## config.mk

```make
export PLATFORM = sky130hd
export DESIGN_NAME = seg_dac_splitter
export DESIGN_NICKNAME = d
export VERILOG_FILES = /design/src/rtl/seg_dac_splitter_pkg.sv /design/src/rtl/seg_dac_requant.sv /design/src/rtl/seg_dac_therm.sv /design/src/rtl/seg_dac_splitter.sv
export SDC_FILE = /design/constraint.sdc
export NUM_CORES = 1
export LEC_CHECK = 0
export BUFFER_PORTS_ARGS = -buffer_cell sky130_fd_sc_hd__buf_2
export CAP_MARGIN = 30
export CORE_ASPECT_RATIO = 1.5
export CORE_MARGIN = 8
export CORE_UTILIZATION = 54
export DETAILED_ROUTE_END_ITERATION = 10
export GPL_TIMING_DRIVEN = 0
export MAX_ROUTING_LAYER = met4
export PLACE_DENSITY = 0.86
export SLEW_MARGIN = 20
export SYNTH_ARGS = -nofsm -noshare
export SYNTH_HDL_FRONTEND = slang
export SYNTH_SLANG_ARGS = --single-unit
```

## constraint.sdc

```tcl
create_clock -name clk -period 3.54 [get_ports clk]
set_input_delay 0.354 -clock clk [delete_from_list [all_inputs] [get_ports clk]]
set_output_delay 0.354 -clock clk [all_outputs]
set_load 0.02 [all_outputs]
```

## src/rtl/seg_dac_splitter_pkg.sv

```systemverilog
package seg_dac_splitter_pkg;
    // Default geometry: 6-bit samples, coarse weight 2**2 = 4
    localparam int DEF_IN_W     = 6;
    localparam int DEF_SEG_BITS = 2;
endpackage

```

## src/rtl/seg_dac_requant.sv

```systemverilog
// First-order requantizer: picks the coarse count and the fine residual
// from one sample and the current error accumulator (combinational).
module seg_dac_requant #(
    parameter int IN_W     = seg_dac_splitter_pkg::DEF_IN_W,
    parameter int SEG_BITS = seg_dac_splitter_pkg::DEF_SEG_BITS
) (
    input  logic [IN_W-1:0]          sample,
    input  logic [SEG_BITS-1:0]      acc_q,
    output logic [IN_W-SEG_BITS-1:0] coarse_n,
    output logic [SEG_BITS:0]        fine_n,
    output logic [SEG_BITS-1:0]      acc_d
);
    localparam int CW  = IN_W - SEG_BITS;
    localparam int SW  = IN_W + 1;                // room for a negative sum
    localparam int OFS = (1 << SEG_BITS) - 1;     // centres the residual

    logic [SW-1:0] sum_s;

    always_comb begin
        sum_s = {1'b0, sample} + {{(SW-SEG_BITS){1'b0}}, acc_q} - SW'(OFS);
        if (sum_s[SW-1]) begin
            coarse_n = '0;
            acc_d    = '0;
        end else begin
            coarse_n = sum_s[SEG_BITS +: CW];
            acc_d    = sum_s[SEG_BITS-1:0];
        end
        // residual lies in 0..2*OFS+1, so modular low-bit arithmetic is exact
        fine_n = sample[SEG_BITS:0] - {coarse_n[0], {SEG_BITS{1'b0}}};
    end
endmodule

```

## src/rtl/seg_dac_therm.sv

```systemverilog
// Count to thermometer lines, filled from line 0 upward.
module seg_dac_therm #(
    parameter int CNT_W = 4,
    parameter int LINES = 16
) (
    input  logic [CNT_W-1:0] count,
    output logic [LINES-1:0] lines
);
    for (genvar g = 0; g < LINES; g++) begin : g_line
        assign lines[g] = (32'(count) > g);
    end
endmodule

```

## src/rtl/seg_dac_splitter.sv

```systemverilog
module seg_dac_splitter #(
    parameter int IN_W     = seg_dac_splitter_pkg::DEF_IN_W,
    parameter int SEG_BITS = seg_dac_splitter_pkg::DEF_SEG_BITS
) (
    input  logic                                clk,
    input  logic                                rst,
    input  logic                                in_valid,
    input  logic [IN_W-1:0]                     in_code,
    output logic [(1 << (IN_W-SEG_BITS))-1:0]   coarse_therm,
    output logic [(1 << (SEG_BITS+1))-1:0]      fine_therm
);
    localparam int CW           = IN_W - SEG_BITS;
    localparam int FW           = SEG_BITS + 1;
    localparam int COARSE_LINES = 1 << CW;
    localparam int FINE_LINES   = 1 << FW;

    logic [SEG_BITS-1:0]     acc_q;
    logic [SEG_BITS-1:0]     acc_d;
    logic [CW-1:0]           coarse_n;
    logic [FW-1:0]           fine_n;
    logic [COARSE_LINES-1:0] coarse_lines;
    logic [FINE_LINES-1:0]   fine_lines;

    seg_dac_requant #(.IN_W(IN_W), .SEG_BITS(SEG_BITS)) u_requant (
        .sample   (in_code),
        .acc_q    (acc_q),
        .coarse_n (coarse_n),
        .fine_n   (fine_n),
        .acc_d    (acc_d)
    );

    seg_dac_therm #(.CNT_W(CW), .LINES(COARSE_LINES)) u_coarse_enc (
        .count (coarse_n),
        .lines (coarse_lines)
    );

    seg_dac_therm #(.CNT_W(FW), .LINES(FINE_LINES)) u_fine_enc (
        .count (fine_n),
        .lines (fine_lines)
    );

    always_ff @(posedge clk) begin
        if (rst) begin
            acc_q        <= '0;
            coarse_therm <= '0;
            fine_therm   <= '0;
        end else if (in_valid) begin
            acc_q        <= acc_d;
            coarse_therm <= coarse_lines;
            fine_therm   <= fine_lines;
        end
    end
endmodule

```

==> Word-level counts from Yosys, hierarchy flattened <==
Cells that the tools add are included.
{ "totals": {"register_bits": 24, "input_bits": 9, "out_inout_bits": 24, "word_cells": 30} }
{ "classes": {"n_addsub": 3, "order_cmp": 22, "mux": 2} }
{ "op_table": {"columns": ["op", "n"], "rows": [
  ["$gt A4 B4 Y1 const B", 7],
  ["$gt A4 B3 Y1 const B", 4],
  ["$gt A3 B3 Y1 const B", 3],
  ["$gt A4 B1 Y1 const B", 2],
  ["$gt A4 B2 Y1 const B", 2],
  ["$add A6 B2 Y7", 1],
  ["$sub A7 B2 Y7 const B", 1],
  ["$gt A3 B1 Y1 const B", 2],
  ["$gt A3 B2 Y1 const B", 2],
  ["$mux W4", 1],
  ["$sub A3 B3 Y3", 1],
  ["$mux W2", 1]
]} }

==> Logic depth before layout (Yosys ltp) <==
Gate-level depths: netlist of the first run.
{ "logic_depth": {"word_depth": 5, "mapped_depth": 8, "mapped_depth_nobuf": 8} }

==> Modules after synthesis <==
Synthesis of the first run repeated with hierarchy kept, for this count alone.
{ "unflattened": {"hier_cells": 148, "area_unflattened_um2": 1356.3} }
{ "by_module_without_submodules": {"columns": ["module", "instances", "cells_per_inst", "area_per_inst_um2", "seq_area_each_um2"], "rows": [
  ["seg_dac_splitter", 1, 84, 943.4, 520.5],
  ["seg_dac_requant", 1, 29, 202.7, 0.0],
  ["seg_dac_therm (u_coarse_enc)", 1, 26, 151.4, 0.0],
  ["seg_dac_therm (u_fine_enc)", 1, 9, 58.8, 0.0]
]} }

==> Worst setup path before layout of the first run <==
Ideal clock, no wire load.
{ "synth_path": {"kind": "input-to-reg", "start": "in in_code[0]", "end": "reg coarse_therm[2]", "setup_time_ns": 0.088, "arrival_time_ns": 2.098, "required_time_ns": 3.452, "slack_ns": 1.354, "stages": 8, "path_buffers": 0, "path_cell_list": "inv_1 -> ha_1 -> fa_1 -> nor3b_1 -> or3_1 -> mux2i_4 -> nor2_1 -> a311oi_2"} }
{ "synth_between": {"elab_chain_len": 4} }
{ "synth_rtl": {"columns": ["item", "line_no", "rtl"], "rows": [
  ["start: declaration", "seg_dac_splitter.sv:8", "input logic [IN_W-1:0] in_code,"],
  ["$add A6 B2 Y7", "seg_dac_requant.sv:20", "sum_s = {1'b0, sample} + {{(SW-SEG_BITS){1'b0}}, acc_q} - SW'(OFS);"],
  ["$sub A7 B2 Y7", "seg_dac_requant.sv:20", null],
  ["$mux W4", "seg_dac_requant.sv:21", "if (sum_s[SW-1]) begin"],
  ["$gt A4 B2 Y1", "seg_dac_therm.sv:10", "assign lines[g] = (32'(count) > g);"],
  ["end signal: assignment", "seg_dac_splitter.sv:49", "coarse_therm <= coarse_lines;"],
  ["end: declaration", "seg_dac_splitter.sv:9", "output logic [(1 << (IN_W-SEG_BITS))-1:0] coarse_therm,"]
]} }
Every way passes these cells.
A chain may end at the register's enable or synchronous reset.

==> Final worst setup path of the first run <==
{ "layout_path": {"start": "reg acc_q[0]", "end": "reg coarse_therm[2]"} }
{ "layout_between": {"elab_chain_len": 4} }
{ "layout_rtl": {"columns": ["item", "line_no", "rtl"], "rows": [
  ["start: declaration", "seg_dac_splitter.sv:17", "logic [SEG_BITS-1:0] acc_q;"],
  ["start signal: assignment", "seg_dac_splitter.sv:44", "acc_q <= '0;"],
  ["start signal: assignment", "seg_dac_splitter.sv:48", "acc_q <= acc_d;"],
  ["$add A6 B2 Y7", "seg_dac_requant.sv:20", null],
  ["$sub A7 B2 Y7", "seg_dac_requant.sv:20", null],
  ["$mux W4", "seg_dac_requant.sv:21", null],
  ["$gt A4 B2 Y1", "seg_dac_therm.sv:10", null]
]} }
Every way passes these cells.

==> results of run 1 <==
## per-layer routing
metal  GRT usage (%)  part of all wire, %  up-vias  wire length (µm)
met2            27.1                   53       36              1530
met1            14.9                   40      488              1150
met5               -                    0        -                 0
li1                -                    -      525                 -
met3            2.24                  6.0        5               171
met4            3.57                 0.63        0                18
## power groups by stage
stage	Clock [mW]	Sequential (mW)	Combinational, mW
2_1_floorplan	0	0.327	0.0880
3_3_place_gp	0	0.305	0.149
3_5_place_dp	0	0.306	0.154
4_1_cts	0.198	0.300	0.156
5_1_grt	0.205	0.303	0.167
6_report	0.200	0.300	0.155
## final timing paths
check | end | start | slack, ps
max | coarse_therm[2] | acc_q[0] | 1170
min | fine_therm[5] | in_code[1] | 360
min reg2reg | fine_therm[4] | fine_therm[4] | 480
max reg2reg | coarse_therm[2] | acc_q[0] | 1170
## stage by stage
| step | hold WS [ps] | setup WS (ps) |
|---|---|---|
| after floorplan | 441 | 1350 |
| after global placement | 441 | 1110 |
| after detailed placement | 457 | 1040 |
| after CTS | 355 | 1180 |
| after global routing | 389 | 1080 |
| final | 356 | 1170 |
## state kept, by name (all words and copies together) (netlist names)
| signal | cells |
|---|---|
| acc_q | 2 |
| coarse_therm | 15 |
| fine_therm | 7 |
## layout make-up
cell class	count	area (µm²)	share of cell area (%)
sequential	24	480	34.3
tap	22	27.5	1.96
multi-input combinational	94	628	44.8
clock buffer	3	22.5	1.61
clock inverter	1	30.0	2.14
inverter	7	26.3	1.87
buffer	10	47.5	3.39
timing repair buffer	28	140	9.99
## logic make-up after synthesis
| family | after synthesis |
|---|---|
| buffers and inverters | 17 |
| AO/OA/AOI/OAI | 32 |
| AND/OR/NAND/NOR | 53 |
| XOR/XNOR | 1 |
| flip-flops | 24 |
| multiplexers | 3 |
| adder cells (fa/ha/maj) | 3 |
| other | 1 |
## cells in the mapped netlist, drive strengths merged (2+ instances only)
library cell	count
mux2i	2
a22oi	2
a21oi	14
inv	7
nor2b	3
o21ai	5
nor2	12
ha	2
or3	4
dfxtp	24
a211oi	6
buf	6
nor4	3
nand3	5
clkbuf	4
o31ai	2
nor3	5
nand2	15
## cells in the final DEF, fill, tap and decap left out, types with 2 or more instances in the layout
master    count
nor3_1        4
a21oi_1      13
clkbuf_1      4
o21ai_0       3
a211oi_1      5
clkbuf_4      3
ha_1          2
conb_1        2
a22oi_1       2
or3_1         4
nor2b_1       3
dfxtp_1      24
buf_1         2
nand3_1       5
nor2_1       12
o21ai_1       2
nand2_1      15
buf_4         2
buf_2        30
inv_1         7
## worst register-to-register path: stages, from the launching register on
cell and delay [ps]:
dfxtp_1 350, inv_1 50, ha_1 200, fa_1 470
nor3b_1 210, or3_1 360, mux2i_4 300, nor2_1 100
a311oi_2 260
==> impl_metrics.tcl, run 1 <==
set metrics [dict create \
    cts.path.max_buffers 2 \
    yosys_most_used_dff "dfxtp_1" \
    seqPwrFrac_pct 45.8 \
    first_global_vias 1051 \
    clock_power_share_pct 30.5 \
    crit_required_ps 3780 \
    grt_max_degree 15 \
    die-area_mm2 0.00396 \
    via_per_inst 5.58 \
    crit_chain "inv_1 -> ha_1 -> fa_1 -> nor3b_1 -> or3_1 -> mux2i_4 -> nor2_1 -> a311oi_2" \
    synth.area.top_cells "dfxtp_1, a21oi_1, nand2_1, nor2_1, a211oi_1" \
    hpwl_um 2180 \
    final_cells 189 \
    clock-skew-final_ps 10.0 \
    start_util_pct 57.4 \
    area_growth_pct 19.0 \
    fp-row-count 20 \
    drt_iter0_drc 27 \
    grt_usage_pct 14.6 \
    grt_pass1_wl_um 4540 \
    ant_nets 0 \
    synth_compound_area_share_pct 20.1 \
    synth_xor_area_share_pct 0.743 \
    worst_pin_slew_ps 645 \
    switchingPower_mw 0.194 \
    total_power_mw 0.655 \
    drt_first_pass_iters 5 \
    io_buffer_count 28 \
    synth_seq_cells 24 \
    critPathKind "reg2reg" \
    hold_path_depth 3 \
    post-route-util_pct 68.4 \
    crit_buf_inv 1 \
    yosys_warnings 0 \
    crit_path_end_kind "flop" \
    avgSynthCellArea_um2 8.80 \
    nets 180 \
    internal_power_mw 0.460 \
    critical_path_peak_fanout 9 \
    swShare_pct 29.7 \
    fillCellCount 178 \
    rsz0062_at_grt "no" \
    synth_cell_types 41 \
    antenna_cells 0 \
    hp-class "in2reg" \
    combPwrFrac_pct 23.7 \
    clkTransAtPathRegs_ps 140 \
    ios 33 \
    cp.depth 8 \
    drc 0 \
    overflow 0 \
    post_cts_resized 0 \
    synth.area.mux_share_pct 3.72 \
    setup_viol 0 \
    peakVddDrop_mv 0.324 \
    p_per_area_mw_per_mm2 467 \
    cp_slowest_cell "fa_1" \
    die_w_um 54.1 \
    drive_gt1_share_pct 28.7 \
    via_count 1054 \
    yosysSeqAreaShare_pct 40.8 \
    die_h_um 73.2 \
    final.setup.tns_ps 0 \
    dp.cells 185 \
    synth_top_family_by_area "simple AND/OR/NAND/NOR gates" \
    post-route-min-period_ps 2370 \
    slowest_delay_ps 460 \
    status "complete, no violations" \
    gp_congestion 0.843 \
    htreeDepth 1 \
    slew_headroom_pct 56.7 \
    mappedNetlistArea_mm2 0.00118 \
    antenna_found_initial 0 \
    cts.sinks 24 \
    coreArea_mm2 0.00205 \
    crit_arrival_ps 2610 \
    final_area_mm2 0.00140 \
    cp-start-kind "flop" \
    crit_family "simple AND/OR/NAND/NOR gates" \
    fmax_mhz 423 \
    leakage_nw 0.605 \
    async_flop_share_pct 0 \
    fin_crit_sh_pct 66.8 \
    syn_inst 134 \
    drt_wl_total_um 2870 \
    synth_edf_count 0 \
    synth-simple-area-share_pct 24.3 \
    clock_tree.root_cell "clkbuf_4" \
    maxCapViolations 0 \
    dpl-instance-area_mm2 0.00135 \
    reg2regPathDepth 8 \
    clock_latency_ps 310 \
    synth_top_cell_by_area "dfxtp_1" \
    postCtsSetupBuffers 0 \
    numCtsBuffers 3 \
    wl_per_cell_um 15.2 \
    hold_viol_final 0 \
    cts_tree "built" \
    synthAdderAreaFrac_pct 3.82 \
    timing.final.max_slew_violations 0 \
    cts_hold_buffers 0 \
    synth_top_cell_area_share_pct 40.8 \
]
No activity file was read; power rests on OpenSTA's default activity.
==> inputs of run 2 (changes only) <==
--- a/config.mk
+++ b/config.mk
@@ -9,11 +9,11 @@
 export CAP_MARGIN = 30
 export CORE_ASPECT_RATIO = 1.5
 export CORE_MARGIN = 8
-export CORE_UTILIZATION = 54
+export CORE_UTILIZATION = 50
 export DETAILED_ROUTE_END_ITERATION = 10
 export GPL_TIMING_DRIVEN = 0
 export MAX_ROUTING_LAYER = met4
-export PLACE_DENSITY = 0.86
+export PLACE_DENSITY = 0.81
 export SLEW_MARGIN = 20
 export SYNTH_ARGS = -nofsm -noshare
 export SYNTH_HDL_FRONTEND = slang
==> constraint.sdc (replaced) <==
create_clock -name clk -period 2.3 [get_ports clk]
set_input_delay 0.23 -clock clk [delete_from_list [all_inputs] [get_ports clk]]
set_output_delay 0.23 -clock clk [all_outputs]
set_load 0.02 [all_outputs]
==> run 2 against run 1 <==
Against the previous run:
- sequential share of layout area down 0.83 points
- worst setup slack got worse by 1100 ps
- largest power group unchanged
- cell count rose by 1.6%
- via count is 2.0% higher
- core utilization is 4.0 points lower
- clock-buffer cell count unchanged
- die area rose by 5.9%
- hold slack got worse by 140 ps
- final area increased by 2.5%
- critical path depth is the same
- largest cell class unchanged
- non-clock buffer count grew 1
==> impl_metrics.tcl, run 2 (synthesized netlist as in run 1, its figures left out) <==
set metrics [dict create \
    status "complete, no violations" \
    hold_end "fine_therm[5]" \
    total_power_mw 1.02 \
    die_h_um 75.5 \
    final_common_cell "buf_2" \
    ant_nets 0 \
    wl_per_cell_um 15.5 \
    post-route-min-period_ps 2190 \
    area_growth_pct 22.0 \
    reg2reg_to "coarse_therm[2]" \
    crit_path_end_kind "flop" \
    reg2reg_slack_ps 110 \
    final_area_mm2 0.00144 \
    rsz0062_at_grt "no" \
    grt_pass1_wl_um 4810 \
    drt_first_pass_iters 4 \
    via_count 1075 \
    hpwl_um 2160 \
    crit_required_ps 2550 \
    gp_congestion 0.882 \
    cts_hold_buffers 0 \
    critical_path_peak_fanout 5 \
    p_per_area_mw_per_mm2 708 \
    htreeDepth 1 \
    critPathKind "reg2reg" \
    combPwrFrac_pct 24.2 \
    timing.rr.start "acc_q[0]" \
    reg2regPathDepth 8 \
    switchingPower_mw 0.306 \
    cts.sinks 24 \
    leakage_nw 0.616 \
    numCtsBuffers 3 \
    cp-start-kind "flop" \
    fmax_mhz 456 \
    cts_tree "built" \
    ios 33 \
    drt_iter0_drc 42 \
    regMostFlops "coarse_therm" \
    clock_power_share_pct 30.5 \
    via_per_inst 5.60 \
    clkTransAtPathRegs_ps 140 \
    clock-skew-final_ps 5.73 \
    drt_wl_total_um 2970 \
    final_cell_mix "buf_2, dfxtp_1, nand2_1" \
    antenna_cells 0 \
    grt_max_degree 15 \
    die-area_mm2 0.00420 \
    coreArea_mm2 0.00223 \
    dpl-instance-area_mm2 0.00135 \
    start_util_pct 52.8 \
    seqPwrFrac_pct 45.3 \
    drive_gt1_share_pct 31.4 \
    slew_headroom_pct 49.4 \
    peakVddDrop_mv 0.404 \
    clock_latency_ps 320 \
    cts.path.max_buffers 2 \
    final_cells 192 \
    hold_path_depth 3 \
    hold_start "in_code[1]" \
    drc 0 \
    io_buffer_count 28 \
    grt_usage_pct 14.2 \
    worst_pin_slew_ps 753 \
    timing.final.max_slew_violations 0 \
    hp-class "in2reg" \
    fp-row-count 21 \
    clock_tree.root_cell "clkbuf_4" \
    final.setup.tns_ps 0 \
    nets 182 \
    hold_viol_final 0 \
    largest_reg_flops 15 \
    swShare_pct 30.0 \
    overflow 0 \
    maxCapViolations 0 \
    first_global_vias 1064 \
    crit_arrival_ps 2440 \
    die_w_um 55.6 \
    fin_crit_sh_pct 95.4 \
    internal_power_mw 0.713 \
    reg.largest.list "coarse_therm x15, fine_therm x7, acc_q x2" \
    setup_viol 0 \
    dp.cells 186 \
    antenna_found_initial 0 \
]
## run 2: changes by cell type in the layout (fill, tap and decap cells not counted)
cell,change
buf_4,+1
fa_1,-1
fa_2,+1
mux2i_2,+1
nor3b_1,-1
nor3b_2,+1
or3_1,-1
or3_4,+1
## run 2: what timing repair did
item	4_1_cts	5_1_grt
endpoints found under the hold margin	0	0
resized for setup	1	2
buffers inserted	1	0
cloned	1	0
endpoints found under the setup margin	2	5
## run 2: metal layers
layer | global-route usage [%] | wire length [µm]
met5 | - | 0
met4 | 5.49 | 52
met3 | 3.67 | 114
met2 | 25.9 | 1570
met1 | 14.3 | 1240
## run 2: through the flow
| stage | worst slack (ps) | util [%] | hold WS [ps] |
|---|---|---|---|
| after floorplan | 177 | - | 374 |
| after global routing | 16.3 | 64.4 | 267 |
| after detailed placement | -47.4 | 60.5 | 456 |
| after global placement | -17.0 | 60.5 | 441 |
| after CTS | 72.0 | 63.9 | 218 |
| final | 106 | 64.4 | 217 |
## run 2: area by class of cell
| cell class | count | area, µm² |
|---|---|---|
| Inverter | 7 | 26.3 |
| Multi-Input combinational cell | 95 | 654 |
| Fill cell | 197 | 796 |
| Clock buffer | 3 | 22.5 |
| Tap cell | 23 | 28.8 |
| Timing Repair Buffer | 29 | 148 |
| Clock inverter | 1 | 30.0 |
| Buffer | 10 | 47.5 |
| Sequential cell | 24 | 480 |
## run 2: worst max-delay path by stage
stage                            endpoint  slack [ps]       start
after global placement    coarse_therm[2]         -20  in_code[0]
after CTS                 coarse_therm[2]          70    acc_q[0]
after global routing      coarse_therm[2]          20    acc_q[0]
after floorplan           coarse_therm[2]         180    acc_q[0]
after detailed placement  coarse_therm[2]         -50  in_code[0]
final                     coarse_therm[2]         110    acc_q[0]
## run 2: worst max-delay path: stages (launching register included)
cell	delay, ps
dfxtp_1	350
inv_1	40
ha_1	210
fa_2	390
nor3b_2	200
or3_4	370
mux2i_4	230
nor2_1	80
a311oi_2	250
## run 2: power groups by stage
stage	logic [mW]	clock network, mW	registers [mW]
after CTS	0.244	0.312	0.461
final	0.246	0.311	0.461
after global placement	0.231	0	0.469
after global routing	0.268	0.323	0.465
after detailed placement	0.236	0	0.471
after floorplan	0.135	0	0.504
